`src/rtl/tmr_irq_pkg.sv`:
```
package tmr_irq_pkg;
  localparam int SP_W   = 16;
  localparam int PC_W   = 20;
  localparam int ADDR_W = 20;
  localparam int FRAME_BYTES = 4;
  localparam int IDX_W  = $clog2(FRAME_BYTES);

  typedef enum logic [1:0] {ST_IDLE, ST_PUSH, ST_STALL} seq_st_e;

  // distance below the old stack pointer for each frame slot
  function automatic logic [2:0] slot_back(input logic [IDX_W-1:0] idx);
    case (idx)
      2'd0:    return 3'd1;
      2'd1:    return 3'd4;
      2'd2:    return 3'd3;
      default: return 3'd2;
    endcase
  endfunction

  function automatic logic [ADDR_W-1:0] stk_addr(input logic [SP_W-1:0] sp,
                                                 input logic [IDX_W-1:0] idx);
    logic [SP_W-1:0] a;
    a = sp - SP_W'(slot_back(idx));
    return {4'hF, a};
  endfunction

  function automatic logic [7:0] slot_byte(input logic [IDX_W-1:0] idx,
                                           input logic [7:0] psw,
                                           input logic [PC_W-1:0] pc);
    case (idx)
      2'd0:    return psw;
      2'd1:    return pc[7:0];
      2'd2:    return pc[15:8];
      default: return {4'h0, pc[19:16]};
    endcase
  endfunction
endpackage

```
`src/rtl/tmr_down_cnt.sv`:
```
module tmr_down_cnt #(
  parameter int CNT_W = 16,
  parameter logic [CNT_W-1:0] RESET_COUNT = '1
) (
  input  logic             clk,
  input  logic             rst_n,
  input  logic             tick,
  output logic [CNT_W-1:0] count,
  output logic             wrap
);
  assign wrap = tick && (count == '0);

  always_ff @(posedge clk) begin
    if (!rst_n)    count <= RESET_COUNT;
    else if (tick) count <= count - CNT_W'(1);
  end
endmodule

```
`src/rtl/tmr_irq_gate.sv`:
```
module tmr_irq_gate #(
  parameter int IE_BIT   = 7,
  parameter int MASK_BIT = 4
) (
  input  logic [7:0]  psw,
  input  logic [15:0] vec,
  input  logic [15:0] mask,
  output logic        ok
);
  assign ok = psw[IE_BIT] && (vec != '0) && !mask[MASK_BIT];
endmodule

```
`src/rtl/tmr_entry_seq.sv`:
```
module tmr_entry_seq
  import tmr_irq_pkg::*;
#(
  parameter int IE_BIT     = 7,
  parameter int STALL_CLKS = 9,
  localparam int STALL_W   = $clog2(STALL_CLKS + 1)
) (
  input  logic              clk,
  input  logic              rst_n,
  input  logic              start,
  input  logic [SP_W-1:0]   sp_in,
  input  logic [7:0]        psw_in,
  input  logic [PC_W-1:0]   pc_in,
  input  logic [15:0]       vec_in,
  output logic              mem_we,
  output logic [ADDR_W-1:0] mem_addr,
  output logic [7:0]        mem_wdata,
  output logic [SP_W-1:0]   sp_out,
  output logic [7:0]        psw_out,
  output logic [PC_W-1:0]   pc_out,
  output logic              upd_valid,
  output logic [STALL_W-1:0] stall_cnt,
  output logic              busy
);
  seq_st_e          st;
  logic [IDX_W-1:0] idx;
  logic [SP_W-1:0]  sp_q;
  logic [7:0]       psw_q;
  logic [PC_W-1:0]  pc_q;
  logic [15:0]      vec_q;

  always_ff @(posedge clk) begin
    if (!rst_n) begin
      st <= ST_IDLE; idx <= '0; stall_cnt <= '0; upd_valid <= 1'b0;
      sp_q <= '0; psw_q <= '0; pc_q <= '0; vec_q <= '0;
      sp_out <= '0; psw_out <= '0; pc_out <= '0;
    end else begin
      upd_valid <= 1'b0;
      case (st)
        ST_IDLE: if (start) begin
          sp_q <= sp_in; psw_q <= psw_in; pc_q <= pc_in; vec_q <= vec_in;
          idx <= '0;
          st  <= ST_PUSH;
        end
        ST_PUSH: if (idx == IDX_W'(FRAME_BYTES - 1)) begin
          st        <= ST_STALL;
          stall_cnt <= STALL_W'(STALL_CLKS);
          upd_valid <= 1'b1;
          sp_out    <= sp_q - SP_W'(FRAME_BYTES);
          psw_out   <= psw_q & ~(8'(1) << IE_BIT);
          pc_out    <= PC_W'(vec_q);
        end else begin
          idx <= idx + IDX_W'(1);
        end
        default: if (stall_cnt == STALL_W'(1)) begin
          st <= ST_IDLE; stall_cnt <= '0;
        end else begin
          stall_cnt <= stall_cnt - STALL_W'(1);
        end
      endcase
    end
  end

  assign busy      = (st != ST_IDLE);
  assign mem_we    = (st == ST_PUSH);
  assign mem_addr  = mem_we ? stk_addr(sp_q, idx) : '0;
  assign mem_wdata = mem_we ? slot_byte(idx, psw_q, pc_q) : '0;
endmodule

```
`src/rtl/tmr_irq_entry.sv`:
```
module tmr_irq_entry #(
  parameter int CNT_W = 16,
  parameter logic [CNT_W-1:0] RESET_COUNT = '1,
  parameter int IE_BIT     = 7,
  parameter int MASK_BIT   = 4,
  parameter int STALL_CLKS = 9,
  localparam int STALL_W   = $clog2(STALL_CLKS + 1)
) (
  input  logic               clk,
  input  logic               rst_n,
  input  logic               tick,
  input  logic [7:0]         psw_in,
  input  logic [15:0]        sp_in,
  input  logic [19:0]        pc_in,
  input  logic [15:0]        vec_in,
  input  logic [15:0]        mask_in,
  output logic [CNT_W-1:0]   count_out,
  output logic               mem_we,
  output logic [19:0]        mem_addr,
  output logic [7:0]         mem_wdata,
  output logic [15:0]        sp_out,
  output logic [7:0]         psw_out,
  output logic [19:0]        pc_out,
  output logic               upd_valid,
  output logic [STALL_W-1:0] stall_cnt,
  output logic               busy
);
  logic ovf_evt;   // counter wraps on this edge
  logic gate_ok;   // all three gating conditions hold
  logic ovf_take;  // entry accepted on this edge

  tmr_down_cnt #(.CNT_W(CNT_W), .RESET_COUNT(RESET_COUNT)) u_cnt (
    .clk(clk), .rst_n(rst_n), .tick(tick), .count(count_out), .wrap(ovf_evt));

  tmr_irq_gate #(.IE_BIT(IE_BIT), .MASK_BIT(MASK_BIT)) u_gate (
    .psw(psw_in), .vec(vec_in), .mask(mask_in), .ok(gate_ok));

  assign ovf_take = ovf_evt && gate_ok && !busy;

  tmr_entry_seq #(.IE_BIT(IE_BIT), .STALL_CLKS(STALL_CLKS)) u_seq (
    .clk(clk), .rst_n(rst_n), .start(ovf_take),
    .sp_in(sp_in), .psw_in(psw_in), .pc_in(pc_in), .vec_in(vec_in),
    .mem_we(mem_we), .mem_addr(mem_addr), .mem_wdata(mem_wdata),
    .sp_out(sp_out), .psw_out(psw_out), .pc_out(pc_out),
    .upd_valid(upd_valid), .stall_cnt(stall_cnt), .busy(busy));
endmodule

```
`config.mk`:
```
export PLATFORM = sky130hd
export DESIGN_NAME = tmr_irq_entry
export DESIGN_NICKNAME = d
export VERILOG_FILES = /design/src/rtl/tmr_irq_pkg.sv /design/src/rtl/tmr_down_cnt.sv /design/src/rtl/tmr_irq_gate.sv /design/src/rtl/tmr_entry_seq.sv /design/src/rtl/tmr_irq_entry.sv
export SDC_FILE = /design/constraint.sdc
export NUM_CORES = 1
export LEC_CHECK = 0
export CORE_MARGIN = 5
export CORE_UTILIZATION = 30
export CTS_CLUSTER_DIAMETER = 200
export DETAILED_ROUTE_END_ITERATION = 10
export PLACE_DENSITY = 0.63
export SLEW_MARGIN = 15
export SYNTH_ARGS = -nofsm -noshare
export SYNTH_HDL_FRONTEND = slang
export SYNTH_SLANG_ARGS = --single-unit
```
`constraint.sdc`:
```
create_clock -name clk -period 2.7 [get_ports clk]
set_input_delay 0.27 -clock clk [delete_from_list [all_inputs] [get_ports clk]]
set_output_delay 0.27 -clock clk [all_outputs]
set_load 0.1 [all_outputs]
```
* Word-level counts from Yosys, hierarchy flattened
Index checks and enable logic that the tools add are counted.
** Operators by class
- Equal/unequal tests :: 8
- Reduce and logical (&&, ||, !) cells :: 20
- Multiplexer cells :: 15
- Multiply operators :: 0
- Order comparisons :: 0
- Bitwise logic cells :: 1
- Add/subtract/negate cells :: 5
- Divide/modulo/power cells :: 0
- Shift-type cells :: 0
** Operator list (count)
- 8-bit case mux with 3 select lines :: 1
- 20-bit 2-to-1 mux :: 1
- 16-bit logical NOT :: 1
- 16-bit nonzero test :: 1
- 16-bit by 1-bit subtractor with 16-bit output (second input constant) :: 1
- 16-bit by 3-bit subtractor with 16-bit output :: 1
- 16-bit by 3-bit subtractor with 16-bit output (second input constant) :: 1
- 2-bit 2-to-1 mux :: 5
- 3-bit case mux with 3 select lines :: 1
- 4-bit 2-to-1 mux :: 2
- 8-bit 2-to-1 mux :: 1
- 2-bit case mux with 2 select lines :: 2
- 4-bit case mux with 2 select lines :: 1
- 2-bit AND reduction :: 4
- 2-bit != test (second input constant) :: 3
- 3-bit AND reduction :: 2
- 1-bit logical AND :: 5
- 2-bit by 1-bit equality test with 1-bit output (second input constant) :: 2
- 2-bit equality test (second input constant) :: 2
- 4-bit by 1-bit equality test with 1-bit output (second input constant) :: 1
- 2-bit logical NOT :: 2
- 2-bit nonzero test :: 2
- 4-bit by 1-bit subtractor with 4-bit output (second input constant) :: 1
- 3-bit nonzero test :: 1
- other kinds (4) :: 5
** Storage, ports and cells
- Input bits :: 79
- Latch bits :: 0
- Memories :: 0
- ROM bits :: 0
- RAM bits :: 0
- Output and inout port bits :: 95
- Bits in registers :: 124

* Longest topological paths before layout
Gate-level depths: netlist of the first run.
- Depth after elaboration :: 7
- Mapped depth :: 10
- Gate-level depth less buffers :: 9

* Hierarchy
A second synthesis of the first run with hierarchy kept.
** Unflattened totals
- Cell total of the unflattened synthesis :: 707
- Area, all modules :: 5780.5 µm²
** Modules (own cells, without submodules)
- tmr_entry_seq :: instances 1, sequential area each 2162.1 µm², area an instance 4973.5 µm², cells an instance 619
- tmr_down_cnt :: instances 1, sequential area each 320.3 µm², area an instance 739.5 µm², cells an instance 81
- tmr_irq_gate :: instances 1, sequential area each 0.0 µm², area an instance 58.8 µm², cells an instance 6
- tmr_irq_entry :: instances 1, sequential area each 0.0 µm², area an instance 8.8 µm², cells an instance 1

* Worst setup path after synthesis of the first run
No wires, ideal clock.
- Path type :: register to output
- From :: register u_seq.idx[0]
- To :: output mem_addr[11]
- Stages on the path, launching flop included :: 10
- Arrival :: 3719 ps
- Slack :: -1289 ps
- Buffers on the path :: 1
- Cell sequence :: dfxtp_1 ha_1 clkbuf_1 nor2_1 ha_1 nor2b_1 o21ai_0 nand4_1 or3_1 a21oi_1
** Between the ends
- Cells in the longest elaborated chain, start to end :: 4
- Elaborated cells between the ends (all ways) :: 6
- Those cells by class :: 1 x add/sub; 2 x eq/ne; 2 x mux; 1 x reduce/logical
** RTL lines
- from (decl) :: line tmr_entry_seq.sv:26 : logic [IDX_W-1:0] idx;
- from (signal assigned) :: line tmr_entry_seq.sv:53 : idx <= idx + IDX_W'(1);
- 2-bit equality test (tied with other cells) :: line tmr_irq_pkg.sv:12 : case (idx)
- 3-bit case mux with 3 select lines (*) :: line tmr_irq_pkg.sv:12
- 16-bit by 3-bit subtractor with 16-bit output (*) :: line tmr_irq_pkg.sv:23 : a = sp - SP_W'(slot_back(idx));
- 20-bit 2-to-1 mux (*) :: line tmr_entry_seq.sv:66 : assign mem_addr = mem_we ? stk_addr(sp_q, idx) : '0;
- to (decl) :: line tmr_irq_entry.sv:19 : output logic [19:0] mem_addr,
Every way passes the cells marked *; elsewhere a longest branch is shown, timed or not.

* Final worst setup path of the first run
- From :: register u_seq.sp_q[10]
- To :: output mem_addr[15]
** Between the ends
- Cells in the longest elaborated chain, start to end :: 2
** RTL lines
- from (decl) :: line tmr_entry_seq.sv:27 : logic [SP_W-1:0] sp_q;
- from (signal assigned) :: line tmr_entry_seq.sv:41 : sp_q <= sp_in; psw_q <= psw_in; pc_q <= pc_in; vec_q <= vec_in;
- 16-bit by 3-bit subtractor with 16-bit output :: line tmr_irq_pkg.sv:23
- 20-bit 2-to-1 mux :: line tmr_entry_seq.sv:66
Every way passes these cells.

==> results of run 1 <==
==> cells in the final DEF, fill, tap and decap left out, drive strengths merged, types with 8 or more instances in the layout <==
master,instances
dfxtp,124
nor3,12
nand2,196
a21oi,104
xor2,10
a222oi,8
ha,12
xnor2,22
clkdlybuf4s50,63
o21ai,13
clkbuf,22
nor2,50
inv,16
buf,127
a211oi,10
==> metrics by stage <==
stage	TNS (ns)	cell area [um2]	utilization, %	cells
floorplan	-0.5933	5632	-	699
global placement	0	7561	42.38	1052
detailed placement	0	7561	42.38	1052
CTS	-1.395	8347	46.78	1093
global route	-2.226	8408	47.13	1093
finish	-1.128	8408	47.13	1093
==> worst max-delay path, delay by kind of cell, from the launching register on <==
family	cells	cell delay [ns]
and+or+nand+nor	4	1.54
buffers and inverters	1	0.19
DFF	1	0.34
AOI/OAI and AO/OA	1	0.18
==> state kept, by name, indices dropped and copies added (netlist names) <==
signal,cells
u_seq.psw_q,8
u_seq.psw_out,7
u_seq.pc_out,16
u_seq.idx,2
u_seq.vec_q,16
u_seq.upd_valid,1
u_seq.sp_q,16
u_seq.stall_cnt,4
u_seq.pc_q,20
u_seq.st,2
u_seq.sp_out,16
u_cnt.count,16
==> metal layers <==
layer,up-vias,global-route usage [%]
met1,2413,20.16
met5,-,0
met2,126,25.67
met4,0,5.793
met3,17,4.663
li1,2618,-
==> cells by family (layout without fill, tap and decap cells) <==
group,after synthesis,count (layout)
flip-flops,124,124
AO/OA/AOI/OAI,140,140
XOR/XNOR,32,32
multiplexers,2,2
adder cells (fa/ha/maj),13,13
AND/OR/NAND/NOR,312,312
other,1,5
buffers and inverters,71,236
==> worst max path at each step <==
| stage | from | to | slack, ns | depth (start not counted) |
|---|---|---|---|---|
| finish | u_seq.sp_q[10] | mem_addr[15] | -0.23 | 6 |
| floorplan | u_seq.st[1] | mem_addr[0] | -0.25 | 5 |
| global route | u_seq.sp_q[10] | mem_addr[15] | -0.30 | 6 |
| global placement | u_seq.idx[0] | mem_addr[9] | 0.07 | 11 |
| CTS | u_seq.sp_q[10] | mem_addr[15] | -0.27 | 6 |
| detailed placement | u_seq.idx[0] | mem_addr[9] | 0.05 | 11 |
==> power groups by stage <==
stage / registers, mW / clock network, mW / logic (mW)
4_1_cts: 1.83 / 2.44 / 0.208
5_1_grt: 1.83 / 2.54 / 0.219
6_report: 1.84 / 2.38 / 0.207
3_3_place_gp: 1.88 / 0 / 0.208
3_5_place_dp: 1.88 / 0 / 0.208
2_1_floorplan: 1.90 / 0 / 0.0713
==> cell type report <==
| class | count | area, um2 | share of cell area, % |
|---|---|---|---|
| sequential | 124 | 2494 | 29.66 |
| clock inverter | 10 | 123.9 | 1.473 |
| timing repair buffer | 190 | 1999 | 23.78 |
| multi-input combinational | 504 | 2943 | 35.00 |
| tap | 229 | 286.5 | 3.408 |
| inverter | 14 | 56.30 | 0.6696 |
| clock buffer | 22 | 505.5 | 6.012 |
==> what timing repair did <==
action / CTS / global route
gates resized for setup: 21 / 11
pin swaps: 14 / 13
setup buffers: 9 / 1
endpoints found under the hold margin: 0 / 0
setup endpoints to repair: 9 / 11
==> flow_summary_export.csv, run 1 <==
group,metric,value,unit
synthesis,synth_common_cells,"nand2_1, dfxtp_1, a21oi_1",
timing,hold_viol_final,0,
synthesis,synth_top_family_by_area,"simple AND/OR/NAND/NOR gates",
detailed_routing,post_drt_wl_per_cell,15.12,um
global_routing,track_usage,15.87,%
floorplanning,fp-row-count,49,
clock_network,clock_latency,0.41,ns
timing,tightest_slew,0.5462,ns
power,intPower,3.451,mW
global_routing,overflow,0,
synthesis,yosysMostFrequentCell,"nand2_1",
cells_and_area,n_antenna_cell,0,
timing,finClkSkew,0.01366,ns
worst_setup_path,r2r-start,"u_cnt.count[2]",
worst_setup_path,r2r_end,"u_seq.pc_q[3]",
placed_design,post-place-ws,0.05194,ns
run_status,violations,"setup timing",
synthesis,synth_top_cell_area_share,45.95,%
synthesis,ys_ff_latch,124,
synthesis,synthAdderAreaFrac,3.150,%
worst_setup_path,crit_required,2.43,ns
timing,fin_hold_ws,0.4062,ns
detailed_routing,wl_met3,951,um
hold_path,min_path_type,"primary input to register",
run_status,status,"finished with violations",
global_routing,antenna_found_initial,0,
worst_setup_path,r2r_setup_slack,0.38,ns
detailed_routing,dr_wl_met2,7.881,mm
timing,min_period_over_period,108.6,%
timing,max_freq,341.0,MHz
detailed_routing,ant_nets,0,
synthesis,synth.distinct_cells,43,
hold_path,worstHoldStart,"pc_in[16]",
synthesis,synthMuxAreaShare,0.3937,%
clock_network,cts-buffers-inserted,17,
power,seqPwrFrac,41.5,%
floorplanning,num_io_pins,174,
synthesis,seq_area_frac_synth,45.95,%
synthesis,synth-warning-count,0,
worst_setup_path,worstPathArrival,2.66,ns
power,p_clk_share,53.9,%
worst_setup_path,cp_cell_sequence,"or4_4 -> or3_4 -> or3_4 -> or3_4 -> a21oi_4 -> buf_12",
synthesis,syn_area_per_cell,7.774,um2
timing,period_needed,2.933,ns
synthesis,synth_edf_count,0,
worst_setup_path,path_common_cell,"or3_4",
synthesis,synthArstFlopShare,0,%
power,peakVddDrop,0.4107,mV
synthesis,synthCells,695,
floorplanning,die_h,144.2,um
power,power_switching,974.8,uW
floorplanning,core,17840,um2
clock_network,clock-sinks,124,
clock_network,hold_buffers,0,
synthesis,synth_top_cell_by_area,"dfxtp_1",
run,max_cap_violations,0,
detailed_routing,post-route-drc-count,0,
placed_design,io_buffers,153,
cells_and_area,layout-drive-gt1-share,25.00,%
cells_and_area,n_fill_cell,1716,
clock_network,cts-root-buf,"clkbuf_16",
floorplanning,die_w,144.2,um
worst_setup_path,critPathLaunchType,"register",
synthesis,ys_top_cells_by_area,"dfxtp_1, nand2_1, a21oi_1, xnor2_1, nor2_1",
synthesis,yosys.area_share.simple,24.94,%
worst_setup_path,max_stage_delay,0.53,ns
clock_network,clk_path_buf_depth,2,
worst_setup_path,worst-path-max-fanout,2,
worst_setup_path,worstSetupPathType,"register to output pin",
detailed_routing,dr.pass1.iters,5,
timing,finalSetupViolations,9,
detailed_routing,vias_per_cell,4.734,
power,swShare,22.03,%
power,p_leak,3.129,nW
detailed_routing,routed.top_layer,"met4",
global_routing,grt_max_degree,70,
power,fin_total_pwr,4.426,mW
worst_setup_path,cp-end-kind,"output pin",
placed_design,dp_hpwl,11.57,mm
timing,rsz0062_at_grt,"true",
hold_path,min_to,"u_seq.pc_q[16]",
worst_setup_path,cp_slowest_cell,"or4_4",
clock_network,clk_pin_slew,0.06,ns
detailed_routing,routed_wl,16.53,mm
synthesis,synth_compound_area_share,14.43,%
detailed_routing,via_count,5174,
cells_and_area,syn_to_final_growth,55.63,%
cells_and_area,fin_nets,943,
hold_path,hold_depth,3,
clock_network,cts_tree,"built",
worst_setup_path,rr_worst_depth,6,
floorplanning,fp.dieArea,20790,um2
floorplanning,initial_utilization,30.28,%
placed_design,gp_congestion,0.8055,
detailed_routing,first_iter_violations,269,
synthesis,synth_area,5403,um2
power,power.density,526.4,nW/um2
clock_network,ctsHtreeMaxLevel,4,
power,p_comb_share,4.7,%
timing,maxSlewViolCount,0,
global_routing,grt_pass1_wl,26.05,mm
timing,setup_ws,-0.2330,ns
synthesis,synth_xor_area_share,5.188,%
detailed_routing,wl_met1,7.428,mm
synthesis,synth_ff_type,"dfxtp_1",
timing,relSlewSlack,63.58,%
global_routing,first_global_vias,5000,
Power figures use the tool's default switching activity.
==> run 2: changes to the inputs <==
- RECOVER_POWER: default -> 50
==> run 2 against run 1 <==
Net effect: the flow still finishes with violations (setup timing); sequential share of layout area up 0.90 points; fmax down 0.13%; final cell count unchanged; clock power about the same; core utilization down 1.4 points; register-to-register slack about the same; non-clock buffer count unchanged; via count up 0.35%; largest power group unchanged; highest routed layer unchanged.
==> flow_summary_export.csv, run 2 (synthesis results as in run 1) <==
group,metric,value,unit
timing,tightest_slew,1.240,ns
cells_and_area,largest_reg_flops,20,
worst_setup_path,worst-path-max-fanout,2,
clock_network,cts-root-buf,"clkbuf_16",
timing,relSlewSlack,17.70,%
power,fin_total_pwr,4.423,mW
hold_path,min_to,"u_seq.pc_q[16]",
detailed_routing,post-route-drc-count,0,
placed_design,gp_congestion,0.8055,
cells_and_area,final_common_cell,"nand2_1",
cells_and_area,n_antenna_cell,0,
placed_design,dp_hpwl,11.57,mm
timing,min_period_over_period,108.8,%
timing,finalSetupViolations,9,
timing,period_needed,2.937,ns
floorplanning,core,17840,um2
timing,rsz0062_at_grt,"true",
floorplanning,num_io_pins,174,
detailed_routing,routed_wl,16.54,mm
worst_setup_path,r2r-start,"u_cnt.count[2]",
worst_setup_path,crit_required,2.43,ns
cells_and_area,regMostFlops,"u_seq.pc_q",
power,peakVddDrop,0.4137,mV
global_routing,track_usage,15.87,%
worst_setup_path,cp-end-kind,"output pin",
detailed_routing,via_count,5192,
worst_setup_path,critPathLaunchType,"register",
cells_and_area,final_cell_mix,"nand2_1, dfxtp_1, a21oi_1",
detailed_routing,post_drt_wl_per_cell,15.13,um
worst_setup_path,r2r_end,"u_seq.pc_q[3]",
timing,maxSlewViolCount,0,
timing,hold_viol_final,0,
clock_network,clk_path_buf_depth,2,
clock_network,ctsHtreeMaxLevel,4,
global_routing,first_global_vias,5000,
run_status,status,"finished with violations",
floorplanning,die_w,144.2,um
detailed_routing,vias_per_cell,4.750,
global_routing,overflow,0,
power,p_leak,2.874,nW
run,max_cap_violations,0,
timing,fin_hold_ws,0.4080,ns
detailed_routing,dr.pass1.iters,4,
floorplanning,fp-row-count,49,
worst_setup_path,worstSetupPathType,"register to output pin",
detailed_routing,ant_nets,0,
timing,fin_setup_tns,-1.122,ns
hold_path,worstHoldStart,"pc_in[16]",
clock_network,clock-sinks,124,
detailed_routing,first_iter_violations,271,
placed_design,post-place-ws,0.05194,ns
clock_network,cts_tree,"built",
clock_network,cts-buffers-inserted,17,
cells_and_area,fin_nets,943,
global_routing,grt_pass1_wl,26.05,mm
floorplanning,die_h,144.2,um
cells_and_area,layout-drive-gt1-share,17.59,%
worst_setup_path,rr_worst_depth,6,
power,power.density,542.1,nW/um2
timing,setup_ws,-0.2369,ns
global_routing,antenna_found_initial,0,
clock_network,clock_latency,0.41,ns
global_routing,grt_max_degree,70,
worst_setup_path,r2r_setup_slack,0.37,ns
cells_and_area,syn_to_final_growth,51.04,%
placed_design,io_buffers,153,
worst_setup_path,worstPathArrival,2.67,ns
run_status,violations,"setup timing",
timing,finClkSkew,0.007224,ns
timing,max_freq,340.5,MHz
clock_network,clk_pin_slew,0.06,ns
floorplanning,fp.dieArea,20790,um2
floorplanning,initial_utilization,30.28,%
cells_and_area,finish.utilization,45.74,%
hold_path,min_path_type,"primary input to register",
hold_path,hold_depth,3,
-- run 2: area by class of cell --
type                       count  area, um2
clock buffer                  22      505.5
sequential                   124       2494
clock inverter                10      123.9
inverter                      14      56.30
tap                          229      286.5
timing repair buffer         190       1752
fill                        1770       9681
multi-input combinational    504       2943
-- run 2: stage by stage --
stage          area (um2)  std cells
3_3_place_gp         7561       1052
5_1_grt              8160       1093
6_report             8160       1093
4_1_cts              8347       1093
2_1_floorplan        5632        699
3_5_place_dp         7561       1052
-- run 2: what timing repair did --
item / CTS / global route
hold buffers: 0 / 0
gates resized for setup: 21 / 11
pin swaps: 14 / 13
setup endpoints to repair: 9 / 11
setup buffers: 9 / 1
-- run 2: worst max-delay path by stage --
stage	endpoint	depth (start not counted)	slack, ns	startpoint
6_report	mem_addr[15]	6	-0.24	u_seq.sp_q[10]
5_1_grt	mem_addr[15]	6	-0.30	u_seq.sp_q[10]
4_1_cts	mem_addr[15]	6	-0.27	u_seq.sp_q[10]
3_5_place_dp	mem_addr[9]	11	0.05	u_seq.idx[0]
3_3_place_gp	mem_addr[9]	11	0.07	u_seq.idx[0]
2_1_floorplan	mem_addr[0]	5	-0.25	u_seq.st[1]
-- run 2: worst max-delay path: stages (launching register included) --
cell,delay (ns)
dfxtp_4,0.34
or4_4,0.53
or3_4,0.34
or3_4,0.33
or3_4,0.34
a21oi_4,0.18
buf_12,0.19
-- run 2: power by group --
| part | internal, mW | switching, mW | leakage (nW) |
|---|---|---|---|
| Clock | 1.52 | 0.861 | 0.305 |
| Combinational | 0.0935 | 0.110 | 1.57 |
| Sequential | 1.83 | 0.00497 | 1.00 |
-- run 2: routing by layer --
layer	part of all wire, %	routed length (um)	GRT usage [%]	vias up
li1	-	-	-	2614
met1	45	7391	20.16	2437
met2	48	7901	25.67	126
met3	6.3	1041	4.663	15
met4	1.3	208	5.793	0
met5	0	0	0	-
==> run 3: changes to the inputs <==
- TNS_END_PERCENT: default -> 10
==> run 3 against run 2 <==
Net effect: the run still ends with setup timing left; via count down 0.91%; global-route usage about the same; register-to-register slack worse by 0.26 ns; die area unchanged; sequential power about the same; final cell count down 0.37%; critical path type unchanged; hold slack better by 0.0066 ns; highest routed layer unchanged; count of clock-buffer cells in the layout down 1; sequential share of layout area up 0.54 points; fmax up 0.15%; wire length down 0.74%.
==> flow_summary_export.csv, run 3 (synthesis results as in run 1) <==
group,metric,value,unit
run_status,status,"finished with violations",
run_status,violations,"setup timing",
global_routing,first_global_vias,4943,
cells_and_area,regMostFlops,"u_seq.pc_q",
placed_design,dp_hpwl,11.26,mm
run,max_cap_violations,0,
global_routing,grt.busiest_layer,"met2",
floorplanning,fp.dieArea,20790,um2
power,peakVddDrop,0.4145,mV
detailed_routing,post-route-drc-count,0,
clock_network,clock_latency,0.42,ns
floorplanning,die_w,144.2,um
timing,period_needed,2.932,ns
worst_setup_path,worstSetupPathType,"register to output pin",
timing,hold_viol_final,0,
global_routing,use_met1,20.77,%
worst_setup_path,crit_required,2.43,ns
floorplanning,initial_utilization,30.28,%
timing,setup_ws,-0.2324,ns
timing,maxSlewViolCount,0,
global_routing,use_met3,4.134,%
timing,tightest_slew,1.225,ns
detailed_routing,post_drt_wl_per_cell,15.08,um
worst_setup_path,worstPathArrival,2.66,ns
global_routing,antenna_found_initial,0,
global_routing,overflow,0,
cells_and_area,final_common_cell,"nand2_1",
cells_and_area,multi_input_area,2897,um2
clock_network,hold_buffers,0,
global_routing,grt_max_degree,105,
cells_and_area,layout-drive-gt1-share,16.40,%
detailed_routing,vias_per_cell,4.725,
detailed_routing,dr.pass1.iters,5,
detailed_routing,first_iter_violations,225,
power,power.density,556.6,nW/um2
floorplanning,die_h,144.2,um
detailed_routing,routed_wl,16.42,mm
timing,rsz0062_at_grt,"true",
floorplanning,fp-row-count,49,
floorplanning,num_io_pins,174,
detailed_routing,via_count,5145,
worst_setup_path,critPathLaunchType,"register",
clock_network,cts-root-buf,"clkbuf_16",
cells_and_area,final_cell_mix,"nand2_1, dfxtp_1, a21oi_1",
cells_and_area,seq_area,2486,um2
power,p_leak,2.791,nW
clock_network,clk_pin_slew,0.06,ns
cells_and_area,n_fill_cell,1796,
timing,relSlewSlack,18.66,%
floorplanning,core,17840,um2
clock_network,clock-sinks,124,
placed_design,post-place-ws,0.01660,ns
timing,finalSetupViolations,10,
cells_and_area,finish.utilization,44.81,%
placed_design,gp_congestion,0.7761,
worst_setup_path,worst-path-max-fanout,2,
timing,finClkSkew,0.01986,ns
worst_setup_path,cp-end-kind,"output pin",
timing,min_period_over_period,108.6,%
detailed_routing,ant_nets,0,
clock_network,cts_tree,"built",
hold_path,min_path_type,"primary input to register",
cells_and_area,n_antenna_cell,0,
global_routing,gr-usage-met2,25.65,%
placed_design,io_buffers,153,
cells_and_area,syn_to_final_growth,47.96,%
clock_network,cts-buffers-inserted,17,
cells_and_area,fin_nets,940,
global_routing,grt_pass1_wl,25.81,mm
clock_network,ctsHtreeMaxLevel,4,
clock_network,clk_path_buf_depth,2,
timing,max_freq,341.0,MHz
global_routing,track_usage,15.85,%
cells_and_area,largest_reg_flops,20,
==> run 3: changes by cell type in the layout (fill, tap and decap cells not counted), moves of 3 or more <==
cell	change
nor2_4	-5
buf_12	-5
clkbuf_1	+4
nor2_2	+4
dfxtp_4	-3
dfxtp_2	+3
==> run 3: final cells by class <==
| cell class | count | area share, % |
|---|---|---|
| Clock buffer | 21 | 5.760 |
| Timing Repair Buffer | 187 | 20.60 |
| Multi-Input combinational cell | 504 | 36.23 |
| Tap cell | 229 | 3.584 |
| Clock inverter | 10 | 2.050 |
| Sequential cell | 124 | 31.10 |
| Inverter | 14 | 0.6730 |
==> run 3: worst max-delay path, cell delays in order (launching register included) <==
cell	delay [ns]
dfxtp_2	0.32
or4_4	0.53
or3_4	0.34
or3_4	0.33
or3_4	0.35
a21oi_4	0.18
buf_12	0.19
==> run 3: metrics by stage <==
stage	setup TNS [ns]	hold WS, ns	instances	total power [mW]	cell area, um2
2_1_floorplan	-2.821	0.3984	699	1.970	5547
3_3_place_gp	0	0.4390	1052	2.084	7507
3_5_place_dp	0	0.4427	1052	2.084	7507
4_1_cts	-1.784	0.3990	1086	4.516	8200
5_1_grt	-4.758	0.4071	1089	4.608	7994
6_report	-1.091	0.4147	1089	4.450	7994
==> run 3: final timing paths <==
check,startpoint,end,cells past startpoint,slack (ns)
worst min register to register,u_seq.vec_q[2],u_seq.pc_out[2],2,0.45
worst min-delay path,pc_in[5],u_seq.pc_q[5],3,0.41
worst max register to register,u_seq.idx[1],u_seq.sp_out[6],5,0.11
worst max-delay path,u_seq.sp_q[7],mem_addr[15],6,-0.23
==> run 3: timing repair <==
item,4_1_cts,5_1_grt
endpoints found under the hold margin,0,0
endpoints found under the setup margin,12,12
gates resized for setup,17,18
buffers inserted,3,3
pin swaps,6,13
cloned,0,0
==> run 3: per-layer routing <==
metal,routed length [um],vias up
met1,7356,2396
met5,0,-
li1,-,2610
met3,1037,8
met2,7885,131
met4,140,0
==> run 3: report_power, final <==
group	internal (mW)	total, mW	switching (mW)
sequential	1.83	1.84	0.00518
combinational	0.0927	0.202	0.109
clock	1.59	2.41	0.820
